**config.mk**
```make
export PLATFORM = sky130hd
export DESIGN_NAME = serial_dma_pair
export DESIGN_NICKNAME = d
export VERILOG_FILES = /design/src/rtl/serial_dma_pair.sv
export SDC_FILE = /design/constraint.sdc
export NUM_CORES = 1
export LEC_CHECK = 0
export BUFFER_PORTS_ARGS = -buffer_cell sky130_fd_sc_hd__buf_2
export CAP_MARGIN = 10
export CORE_ASPECT_RATIO = 1.75
export CORE_MARGIN = 2
export CORE_UTILIZATION = 39
export DETAILED_ROUTE_END_ITERATION = 10
export SYNTH_ARGS = -nofsm -noshare
export SYNTH_HDL_FRONTEND = slang
export SYNTH_SLANG_ARGS = --single-unit
```
**constraint.sdc**
```tcl
create_clock -name clk -period 4.15 [get_ports clk]
set_clock_uncertainty 0.15 [all_clocks]
set_input_delay 0 -clock clk [delete_from_list [all_inputs] [get_ports clk]]
set_output_delay 0 -clock clk [all_outputs]
set_load 0.01 [all_outputs]
```
**src/rtl/serial_dma_pair.sv**
```systemverilog
module serial_dma_pair #(
  parameter int ADDR_W     = 32,
  parameter int CNT_W      = 16,
  parameter int UNIT_BYTES = 1
) (
  input  logic                    clk,
  input  logic                    rst_n,
  input  logic                    reg_wr,
  input  logic [2:0]              reg_addr,
  input  logic [31:0]             reg_wdata,
  output logic [31:0]             reg_rdata,
  input  logic                    rx_ready,
  input  logic [8*UNIT_BYTES-1:0] rx_char,
  output logic                    rx_take,
  input  logic                    tx_free,
  output logic                    tx_load,
  output logic [8*UNIT_BYTES-1:0] tx_char,
  output logic                    mem_req,
  output logic                    mem_we,
  output logic                    mem_size,
  output logic [ADDR_W-1:0]       mem_addr,
  output logic [8*UNIT_BYTES-1:0] mem_wdata,
  input  logic                    mem_grant,
  input  logic [8*UNIT_BYTES-1:0] mem_rdata,
  output logic                    rx_eot,
  output logic                    tx_eot,
  output logic                    eot_irq
);
  localparam int CHAR_W = 8 * UNIT_BYTES;
  localparam logic [ADDR_W-1:0] STEP = ADDR_W'(UNIT_BYTES);

  logic [ADDR_W-1:0] ptr  [2];
  logic [CNT_W-1:0]  cnt  [2];
  logic [1:0]        eot;
  logic              busy, cur;
  logic [ADDR_W-1:0] abuf;
  logic [CHAR_W-1:0] wbuf;

  wire rx_go = !busy && rx_ready && (cnt[0] != '0);
  wire tx_go = !busy && tx_free && (cnt[1] != '0) && !rx_go;
  wire done  = busy && mem_grant;

  assign rx_take   = rx_go;
  assign mem_req   = busy;
  assign mem_we    = busy && !cur;
  assign mem_addr  = abuf;
  assign mem_wdata = wbuf;
  assign mem_size  = (UNIT_BYTES == 2);
  assign tx_load   = done && cur;
  assign tx_char   = mem_rdata;
  assign rx_eot    = eot[0];
  assign tx_eot    = eot[1];
  assign eot_irq   = |eot;

  always_comb begin
    case (reg_addr)
      3'd0:    reg_rdata = 32'(ptr[0]);
      3'd1:    reg_rdata = 32'(cnt[0]);
      3'd2:    reg_rdata = 32'(ptr[1]);
      3'd3:    reg_rdata = 32'(cnt[1]);
      3'd4:    reg_rdata = {30'd0, eot};
      default: reg_rdata = 32'd0;
    endcase
  end

  always_ff @(posedge clk) begin
    if (!rst_n) begin
      busy <= 1'b0;
      cur  <= 1'b0;
      abuf <= '0;
      wbuf <= '0;
      eot  <= 2'b00;
      for (int i = 0; i < 2; i++) begin
        ptr[i] <= '0;
        cnt[i] <= '0;
      end
    end else begin
      if (rx_go || tx_go) begin
        busy <= 1'b1;
        cur  <= tx_go;
        abuf <= tx_go ? ptr[1] : ptr[0];
        wbuf <= rx_char;
      end else if (done) begin
        busy <= 1'b0;
      end
      for (int i = 0; i < 2; i++) begin
        if (done && (cur == i[0]) && (cnt[i] != '0)) begin
          ptr[i] <= ptr[i] + STEP;
          cnt[i] <= cnt[i] - 1'b1;
          if (cnt[i] == CNT_W'(1)) eot[i] <= 1'b1;
        end
        if (reg_wr && reg_addr == 3'(2*i))
          ptr[i] <= reg_wdata[ADDR_W-1:0];
        if (reg_wr && reg_addr == 3'(2*i+1)) begin
          cnt[i] <= reg_wdata[CNT_W-1:0];
          if (reg_wdata[CNT_W-1:0] != '0) eot[i] <= 1'b0;
        end
      end
    end
  end
endmodule

```
==> impl_results.md, run 1 <==
* Routability cong. at 0.915
* Hold path cells at 4
* Hold_ws at 0.0577 ns
* Clock power frac at 0.418
* WL/cell at 22.3 um
* P_sw at 1.03 mW
* Inst Count DP at 1,222
* Max-slew violations at 0
* Sequential Power Share at 0.448
* Slowest cell on the critical path: o41ai_4
* Die height at 198 um
* Dpl hpwl at 20,800 um
* Post-route ant nets at 0
* DR vias at 7,849
* Reg-to-reg slack, setup at 0.41 ns
* CTS Buffer Depth at 2
* Worst reg2reg path depth at 7
* Total GRT Usage at 0.262
* I/O pins at 145
* Syn-to-layout area delta at 25.7%
* P_leak at 3.99 nW
* HP Class: input port to register
* Net count after synthesis at 954
* Required time of the worst setup path at 4.31 ns
* Async SR Flop Fraction at 0
* Wirelength, routed at 29,500 um
* Worst setup SP type: register
* # H-tree levels at 4
* Fillers at 1,992
* Final setup vio count at 0
* Cell Area, Synth at 8360 um^2
* ANT cells at 0
* Setup Buffers After CTS at 0
* Area occupied by multi-input gates at 4230 um^2
* Fmax at 267 MHz
* Worst Path Arrival at 3.90 ns
* Worst Path Max Fanout at 9
* Register area share after synthesis at 0.450
* Antenna violations before repair at 0
* CP Class: register to register
* Worst VDD drop at 0.000252 V
* DRC viols at 0
* Starting DRT DRC Count at 560
* Root Driver: clkbuf_16
* Fin crit period at 3.74 ns
* Core Rows at 70
* Post-route insts no fill at 1,325
* Core area at 20,900 um^2
* Dpl ws at 0.687 ns
* Slew HR at 0.165
* Register area at 3760 um^2
* Warnings from Yosys at 0
* Dominant synthesized flop cell: edfxtp_1
* FF-to-FF End: mem_req$_SDFFE_PN0P_
* DR pass1 iterations at 5
* Synth unique cells at 60
* Commonest non-fill, non-tap cell in the layout: nand2_1
* First-pass GRT wire length at 44,800 um
* Period utilization at 0.901
* Worst hold start: rx_ready
* CP Cell Sequence: inv_1, ha_1, or3b_2, o41ai_4, a21oi_1, o21a_1, dlygate4sd3_1
* #FFs+latches synth at 140
* Critical path's largest stage delay at 0.74 ns
* Post-synth EDFFs at 96
* Total CTS buffers at 17
* Clk sink count at 140
* Max Cap Violations at 0
* Vias in the first global route at 7,811
* GR Overflow Total at 0
* Average size of a mapped cell at 9.39 um^2
* Status: finished, final reports clean
* CTS tree: done
* Share of post-route cells with drive strength above 1 at 0.185
* Die width at 115 um
* Nets@finish at 1,124
* Worst Tran Pin Value at 1.25 ns
* Logic gate share of total power at 0.135
* Final core utilization at 0.502
* Initial Utilization at 0.399
* Worst hold endpoint: mem_addr[28]$_SDFFE_PN0P_
* Switch share at 0.268
* Unrepaired setup endpoints after global routing: false
* Int Power at 2.82 mW
* Final Hold Fails at 0
* Die area at 22,700 um^2
* Final setup margin at 0.410 ns
* Vias per cell at 5.92
* Pwr Density at 367 nW/um^2
* Crit end category: register
* Setup TNS at 0 ns
* Port bufs at 127
* RR Startpoint: cnt[0][0]$_SDFFCE_PN0P_
* Most frequent cells in the layout: nand2_1 (129), buf_2 (127), edfxtp_1 (96)
* Mapped Cells at 890
* Clk slew on worst S/H paths at 0.06 ns
* Largest net degree at the start of global routing at 34
* Clk_lat worst skew at 0.44 ns
kinds of logic after synthesis:
| logic type | Yosys count | share of synthesized area |
|---|---|---|
| buf+inv | 87 | 0.0449 |
| simple gates | 363 | 0.219 |
| compound gates | 198 | 0.174 |
| xor+xnor | 81 | 0.0849 |
| other cells | 1 | 0.000449 |
| flops | 140 | 0.450 |
| fa+ha+maj | 7 | 0.0105 |
| mux | 13 | 0.0162 |
state kept, by name, indices dropped and copies added (netlist names):
name and flops:
mem_addr 32, cnt 32, ptr 64, mem_req 1, mem_wdata 8, cur 1, eot 2
critical path, delay by kind of cell (launching register included):
kind                     cells  cell delay (ns)
AND/OR/NAND/NOR              1             0.57
buffers and inverters        2             0.65
adder cells (fa/ha/maj)      1             0.21
flip-flops                   1             0.47
AO/OA/AOI/OAI                3             1.56
synth_stat cells, types with 4 or more instances:
cell type	count	area (um^2)
and4_1	10	87.6
mux2_2	4	45.0
a22oi_1	6	45.0
dfxtp_1	44	881
and3_1	16	100
or2_2	6	37.5
xnor2_1	54	473
nor2_1	43	161
o211ai_1	4	30.0
and2_1	6	37.5
a21oi_1	6	30.0
nor4_1	14	87.6
o21ai_1	15	75.1
nand2_1	129	484
or4_1	8	60.1
inv_1	18	67.6
buf_2	11	55.1
clkbuf_1	47	176
edfxtp_1	96	2880
and2_0	20	125
mux2i_1	9	90.1
a22o_1	32	280
buf_4	9	67.6
a211oi_1	6	45.0
xor2_1	27	236
nand3_1	35	175
ha_1	7	87.6
o21ai_0	64	320
nand4_1	18	113
a221o_1	45	450
nor3_1	36	180
nor2b_1	5	31.3
cell type report:
| class | count | area share |
|---|---|---|
| inverters | 18 | 0.00643 |
| well taps | 252 | 0.0300 |
| repair buffers | 220 | 0.144 |
| clock inverters | 10 | 0.0133 |
| flip-flops and latches | 140 | 0.358 |
| clock buffers | 22 | 0.0451 |
| multi-input cells | 663 | 0.403 |
worst max path at each step:
stage,start,endpoint,slack [ns]
after floorplan,cnt[1][0]$_DFFE_PP_,ptr[1][0]$_DFFE_PP_,0.95
after global placement,cnt[0][0]$_SDFFCE_PN0P_,ptr[1][25]$_DFFE_PP_,0.80
after detailed placement,cnt[0][0]$_SDFFCE_PN0P_,ptr[0][3]$_SDFFCE_PN0P_,0.69
after CTS,cnt[0][0]$_SDFFCE_PN0P_,mem_req$_SDFFE_PN0P_,0.46
after global routing,cnt[0][0]$_SDFFCE_PN0P_,mem_req$_SDFFE_PN0P_,0.26
final,cnt[0][0]$_SDFFCE_PN0P_,mem_req$_SDFFE_PN0P_,0.41
stage by stage:
stage | instance area, um^2 | power (mW)
floorplan | 8360 | 1.99
global placement | 9180 | 2.20
detailed placement | 9180 | 2.21
CTS | 10500 | 3.85
global route | 10500 | 3.97
finish | 10500 | 3.85
routing by layer:
layer | vias up | track usage | share of wire
met4 | 0 | 0.152 | 0.052
met5 | - | 0 | 0
met3 | 85 | 0.0292 | 0.044
met2 | 309 | 0.481 | 0.54
met1 | 3813 | 0.283 | 0.36
li1 | 3642 | - | -
power groups by stage:
stage | registers (mW) | logic [mW] | clock network [mW]
after global placement | 1.75 | 0.457 | 0
after CTS | 1.72 | 0.517 | 1.61
after floorplan | 1.71 | 0.280 | 0
after detailed placement | 1.75 | 0.458 | 0
final | 1.72 | 0.518 | 1.61
after global routing | 1.73 | 0.560 | 1.68
timing repair:
item | CTS | global route
hold buffers | 71 | 0
endpoints found under the hold margin | 115 | 0
resized for setup | 0 | 0
No activity file was read; power rests on OpenSTA's default activity.
==> run 2, diff against run 1 <==
- CELL_PAD_IN_SITES_DETAIL_PLACEMENT: default -> 1
- CELL_PAD_IN_SITES_GLOBAL_PLACEMENT: default -> 1
- PLACE_DENSITY_LB_ADDON: default -> 0.1
==> impl_results.md, run 2 (synthesis results as in run 1) <==
* P_leak at 3.92 nW (was 3.99 nW)
* CTS Buffer Depth at 2 (unchanged)
* Post-route ant nets at 0 (unchanged)
* Total GRT Usage at 0.286 (was 0.262)
* Pwr Density at 348 nW/um^2 (was 367 nW/um^2)
* First-pass GRT wire length at 48,200 um (was 44,800 um)
* Dpl hpwl at 22,000 um (was 20,800 um)
* Max Cap Violations at 0 (unchanged)
* RR Startpoint: cnt[0][0]$_SDFFCE_PN0P_ (unchanged)
* Core area at 20,900 um^2 (unchanged)
* Worst setup SP type: register (unchanged)
* WL/cell at 23.8 um (was 22.3 um)
* Clk_lat worst skew at 0.43 ns (was 0.44 ns)
* Crit path from: cnt[0][0]$_SDFFCE_PN0P_ (unchanged)
* Vias per cell at 5.92 (about the same)
* Die width at 115 um (unchanged)
* Unrepaired setup endpoints after global routing: false (unchanged)
* Die area at 22,700 um^2 (unchanged)
* Most frequent cells in the layout: nand2_1 (129), buf_2 (127), edfxtp_1 (96) (unchanged)
* CP Cell Sequence: inv_1, ha_1, or3b_2, o41ai_4, a21oi_1, o21a_1, dlygate4sd3_1 (unchanged)
* Final Hold Fails at 0 (unchanged)
* HP Class: input port to register (unchanged)
* Starting DRT DRC Count at 422 (was 560)
* Required time of the worst setup path at 4.32 ns (was 4.31 ns)
* Dpl ws at 0.903 ns (was 0.687 ns)
* ANT cells at 0 (unchanged)
* Max-slew violations at 0 (unchanged)
* Logic gate share of total power at 0.144 (was 0.135)
* DR vias at 7,821 (was 7,849)
* Core Rows at 70 (unchanged)
* Switch share at 0.279 (was 0.268)
* Top reg by flops: ptr (unchanged)
* Die height at 198 um (unchanged)
* Critical path's largest stage delay at 0.67 ns (was 0.74 ns)
* Vias in the first global route at 8,180 (was 7,811)
* Worst Path Max Fanout at 9 (unchanged)
* Syn-to-layout area delta at 24.0% (was 25.7%)
* P_sw at 1.00 mW (was 1.03 mW)
* Total CTS buffers at 17 (unchanged)
* Routability cong. at 0.849 (was 0.915)
* Fmax at 277 MHz (was 267 MHz)
* Worst VDD drop at 0.000194 V (was 0.000252 V)
* Clock power frac at 0.377 (was 0.418)
* Wirelength, routed at 31,400 um (was 29,500 um)
* Crit end category: register (unchanged)
* WP buf/inv at 2 (unchanged)
* Slew HR at 0.270 (was 0.165)
* Port bufs at 127 (unchanged)
* Area occupied by multi-input gates at 4230 um^2 (unchanged)
* Final setup margin at 0.535 ns (was 0.410 ns)
* Clk sink count at 140 (unchanged)
* Kind of cell adding the most delay to the critical path: compound AO/OA/AOI/OAI gates (unchanged)
* DR pass1 iterations at 5 (unchanged)
* Status: finished, final reports clean (unchanged)
* Fin crit period at 3.62 ns (was 3.74 ns)
* Share of post-route cells with drive strength above 1 at 0.177 (was 0.185)
* Largest net degree at the start of global routing at 34 (unchanged)
* CTS tree: done (unchanged)
* CP Class: register to register (unchanged)
* Slowest cell on the critical path: o41ai_4 (unchanged)
* Nets@finish at 1,121 (was 1,124)
* Worst Tran Pin Value at 1.09 ns (was 1.25 ns)
* Setup TNS at 0 ns (unchanged)
* Worst Path Arrival at 3.78 ns (was 3.90 ns)
* # H-tree levels at 4 (unchanged)
* Int Power at 2.60 mW (was 2.82 mW)
* Antenna violations before repair at 0 (unchanged)
* Final setup vio count at 0 (unchanged)
* Commonest non-fill, non-tap cell in the layout: nand2_1 (unchanged)
* Root Driver: clkbuf_16 (unchanged)
* DRC viols at 0 (unchanged)
* Register area at 3760 um^2 (unchanged)
* Initial Utilization at 0.399 (unchanged)
* Clk slew on worst S/H paths at 0.06 ns (about the same)
* Period utilization at 0.871 (was 0.901)
* Worst hold start: rst_n (was rx_ready)
* Fillers at 2,406 (was 1,992)
* Sequential Power Share at 0.479 (was 0.448)
* I/O pins at 145 (unchanged)
* Max reg flops at 64 (unchanged)
* Setup Buffers After CTS at 0 (unchanged)
* GR Overflow Total at 0 (unchanged)
==> run 2: changes by cell type in the layout (fill, tap and decap cells not counted), sizes merged <==
cell / before / now
clkinvlp: 3 / 0
bufinv: 3 / 0
buf: 149 / 147
clkbuf: 22 / 27
dlygate4sd3: 71 / 70
==> run 2: power groups by stage <==
stage	logic, mW	registers (mW)	clock network [mW]
final	0.519	1.73	1.36
after global placement	0.455	1.75	0
after detailed placement	0.461	1.75	0
after global routing	0.564	1.74	1.44
after floorplan	0.280	1.71	0
after CTS	0.518	1.72	1.38
==> run 2: final cells by class <==
class,instances,area share
Inverter,18,0.00652
Tap cell,252,0.0304
Timing Repair Buffer,217,0.143
Multi-Input combinational cell,663,0.409
Clock inverter,4,0.00193
Clock buffer,27,0.0457
Sequential cell,140,0.363
==> run 2: what timing repair did <==
item	in CTS	in global routing
endpoints found under the hold margin	115	0
hold buffers	70	0
resized for setup	0	0
==> run 2: worst register-to-register path, delay by kind of cell, from the launching register on <==
| family | cells | cell delay [ns] |
|---|---|---|
| flops | 1 | 0.47 |
| fa+ha+maj | 1 | 0.20 |
| compound gates | 3 | 1.46 |
| simple gates | 1 | 0.57 |
| buf+inv | 2 | 0.65 |
==> run 2: worst paths after layout <==
path                                                   to  slack, ns  cells after the start
worst max-delay path                 mem_req$_SDFFE_PN0P_       0.53                      7
worst min-delay path                    eot[1]$_SDFF_PN0_       0.05                      3
worst max register to register       mem_req$_SDFFE_PN0P_       0.53                      7
worst min register to register  mem_addr[22]$_SDFFE_PN0P_       0.33                      1
==> run 2: through the flow <==
step | cells | power, mW | utilization | cell area (um^2) | hold WS [ns]
2_1_floorplan | 890 | 1.99 | - | 8360 | -0.0582
3_3_place_gp | 1220 | 2.21 | 0.438 | 9170 | -0.150
3_5_place_dp | 1220 | 2.21 | 0.438 | 9170 | -0.150
4_1_cts | 1321 | 3.62 | 0.495 | 10400 | 0.0205
5_1_grt | 1321 | 3.74 | 0.495 | 10400 | 0.0398
6_report | 1321 | 3.60 | 0.495 | 10400 | 0.0473
==> run 2: layer usage <==
| layer | track usage | part of all wire | vias up | routed length (um) |
|---|---|---|---|---|
| met5 | 0 | 0 | - | 0 |
| met4 | 0.119 | 0.036 | 0 | 1130 |
| met3 | 0.0436 | 0.032 | 55 | 990 |
| met2 | 0.527 | 0.55 | 207 | 17300 |
| met1 | 0.321 | 0.38 | 3936 | 12000 |
| li1 | - | - | 3623 | - |
==> run 3, diff against run 2 <==
- BUFFER_PORTS_ARGS: -buffer_cell sky130_fd_sc_hd__buf_2 -> -buffer_cell sky130_fd_sc_hd__buf_4
==> impl_results.md, run 3 (synthesis results as in run 1) <==
* Status: finished, final reports clean (unchanged)
* Worst reg2reg path depth at 7 (unchanged)
* Worst Tran Pin Value at 1.17 ns (was 1.09 ns)
* Fin crit period at 3.73 ns (was 3.62 ns)
* Initial Utilization at 0.399 (unchanged)
* Share of post-route cells with drive strength above 1 at 0.178 (was 0.177)
* Clk_lat worst skew at 0.44 ns (was 0.43 ns)
* Die area at 22,700 um^2 (unchanged)
* Starting DRT DRC Count at 434 (was 422)
* Hold path cells at 4 (was 3)
* Post-route ant nets at 0 (unchanged)
* P_sw at 1.05 mW (was 1.00 mW)
* CTS tree: done (unchanged)
* Worst VDD drop at 0.000269 V (was 0.000194 V)
* Setup TNS at 0 ns (unchanged)
* Port bufs at 127 (unchanged)
* Post-route insts no fill at 1,320 (was 1,321)
* Die width at 115 um (unchanged)
* Unrepaired setup endpoints after global routing: false (unchanged)
* Hold_ws at 0.0506 ns (was 0.0473 ns)
* Critical path's largest stage delay at 0.73 ns (was 0.67 ns)
* # H-tree levels at 4 (unchanged)
* GR Overflow Total at 0 (unchanged)
* FF-to-FF End: mem_wdata[7]$_SDFFE_PN0P_ (was mem_req$_SDFFE_PN0P_)
* Total CTS buffers at 17 (unchanged)
* First-pass GRT wire length at 49,500 um (was 48,200 um)
* Period utilization at 0.899 (was 0.871)
* Reg-to-reg slack, setup at 0.42 ns (was 0.53 ns)
* CTS Buffer Depth at 2 (unchanged)
* Final Hold Fails at 0 (unchanged)
* Die height at 198 um (unchanged)
* Syn-to-layout area delta at 28.2% (was 24.0%)
* Worst Path Max Fanout at 9 (unchanged)
* Post-route cell area at 10,700 um^2 (was 10,400 um^2)
* Max-slew violations at 0 (unchanged)
* Nets@finish at 1,119 (was 1,121)
* Clock power frac at 0.394 (was 0.377)
* DR vias at 7,922 (was 7,821)
* ANT cells at 0 (unchanged)
* Fmax at 268 MHz (was 277 MHz)
* Commonest non-fill, non-tap cell in the layout: buf_4 (was nand2_1)
* I/O pins at 145 (unchanged)
* M2 GR Usage at 0.546 (was 0.527)
* Clk sink count at 140 (unchanged)
* HP Class: input port to register (unchanged)
* Int Power at 2.74 mW (was 2.60 mW)
* Worst setup SP type: register (unchanged)
* DRC viols at 0 (unchanged)
* Dpl hpwl at 22,200 um (was 22,000 um)
* Final core utilization at 0.512 (was 0.495)
* Vias in the first global route at 8,295 (was 8,180)
* Slowest cell on the critical path: o41ai_4 (unchanged)
* Max Cap Violations at 0 (unchanged)
* Area after DPL at 9480 um^2 (was 9170 um^2)
* Core Rows at 70 (unchanged)
* Routability cong. at 0.907 (was 0.849)
* CP Class: register to register (unchanged)
* Post-cts repair resize count at 0 (unchanged)
* Crit end category: register (unchanged)
* Worst Path Arrival at 3.90 ns (was 3.78 ns)
* Most frequent cells in the layout: buf_4 (146), nand2_1 (129), edfxtp_1 (96) (was nand2_1 (129), buf_2 (127), edfxtp_1 (96))
* Max reg flops at 64 (unchanged)
* Total GRT Usage at 0.293 (was 0.286)
* Vias per cell at 6.00 (was 5.92)
* Logic gate share of total power at 0.150 (was 0.144)
* CP Cell Sequence: inv_1, ha_1, or3b_2, o41ai_4, a21oi_1, mux2i_1, dlygate4sd3_1 (was inv_1, ha_1, or3b_2, o41ai_4, a21oi_1, o21a_1, dlygate4sd3_1)
* Largest net degree at the start of global routing at 34 (unchanged)
* Met1 GRT Util at 0.322 (was 0.321)
* Wirelength, routed at 32,400 um (was 31,400 um)
* Pwr Density at 353 nW/um^2 (was 348 nW/um^2)
* Required time of the worst setup path at 4.31 ns (was 4.32 ns)
* Sequential Power Share at 0.456 (was 0.479)
* Final setup vio count at 0 (unchanged)
* Global routing's busiest layer: met2 (unchanged)
* Global Route met3 Usage at 0.0338 (was 0.0436)
* RR Startpoint: cnt[0][0]$_SDFFCE_PN0P_ (unchanged)
* Worst hold endpoint: mem_addr[29]$_SDFFE_PN0P_ (was eot[1]$_SDFF_PN0_)
* Top reg by flops: ptr (unchanged)
* DR pass1 iterations at 5 (unchanged)
* Slew HR at 0.217 (was 0.270)
* Antenna violations before repair at 0 (unchanged)
* Switch share at 0.277 (was 0.279)
* Core area at 20,900 um^2 (unchanged)
* Inst Count DP at 1,219 (was 1,220)
* P_leak at 3.99 nW (was 3.92 nW)
* Root Driver: clkbuf_16 (unchanged)
* Worst hold start: rx_ready (was rst_n)
* Clk slew on worst S/H paths at 0.06 ns (about the same)
* WL/cell at 24.5 um (was 23.8 um)
==> run 3: critical path: cells and delay by family, from the launching register on <==
kind                     cells  cell delay, ns
AO/OA/AOI/OAI                2            1.26
buffers and inverters        2            0.73
AND/OR/NAND/NOR              1            0.57
flip-flops                   1            0.47
multiplexers                 1            0.23
adder cells (fa/ha/maj)      1            0.20
==> run 3: repair_timing <==
action                                  in CTS  in global routing
setup buffers                                0                  0
endpoints found under the setup margin       0                  0
hold buffers                                69                  0
hold endpoints to repair                   115                  0
==> run 3: routing by layer <==
layer  wire, um  vias up  part of all wire
met5          0        -                 0
met4       1450        0             0.045
met3       1170       82             0.036
met2      17900      252              0.55
met1      11900     3968              0.37
li1           -     3620                 -
==> run 3: per-stage QoR <==
stage / worst slack [ns] / power, mW
6_report: 0.418 / 3.78
4_1_cts: 0.559 / 3.79
3_5_place_dp: 0.840 / 2.26
2_1_floorplan: 0.945 / 1.99
5_1_grt: 0.318 / 3.91
3_3_place_gp: 0.910 / 2.25
==> run 3: how the worst max path moves through the flow <==
| stage | to | startpoint | slack, ns | cells after the start |
|---|---|---|---|---|
| after floorplan | ptr[1][0]$_DFFE_PP_ | cnt[1][0]$_DFFE_PP_ | 0.95 | 5 |
| after global placement | mem_addr[11]$_SDFFE_PN0P_ | cnt[0][0]$_SDFFCE_PN0P_ | 0.91 | 8 |
| after detailed placement | mem_addr[11]$_SDFFE_PN0P_ | cnt[0][0]$_SDFFCE_PN0P_ | 0.84 | 8 |
| after CTS | mem_wdata[2]$_SDFFE_PN0P_ | cnt[0][0]$_SDFFCE_PN0P_ | 0.56 | 7 |
| after global routing | mem_wdata[6]$_SDFFE_PN0P_ | cnt[0][0]$_SDFFCE_PN0P_ | 0.32 | 7 |
| final | mem_wdata[7]$_SDFFE_PN0P_ | cnt[0][0]$_SDFFCE_PN0P_ | 0.42 | 7 |
==> run 3: layout make-up <==
class                   count  area (um^2)
clock buffers              22          444
well taps                 252          315
clock inverters            10         98.8
flip-flops and latches    140         3760
repair buffers            215         1790
fillers                  2298        10200
multi-input cells         663         4230
inverters                  18         67.6
==> run 3: power by group through the flow <==
stage                     clock, mW  sequential, mW  combinational [mW]
after floorplan                   0            1.71               0.280
after global placement            0            1.75               0.499
after detailed placement          0            1.75               0.505
after CTS                      1.50            1.72               0.564
after global routing           1.56            1.74               0.613
final                          1.49            1.73               0.567
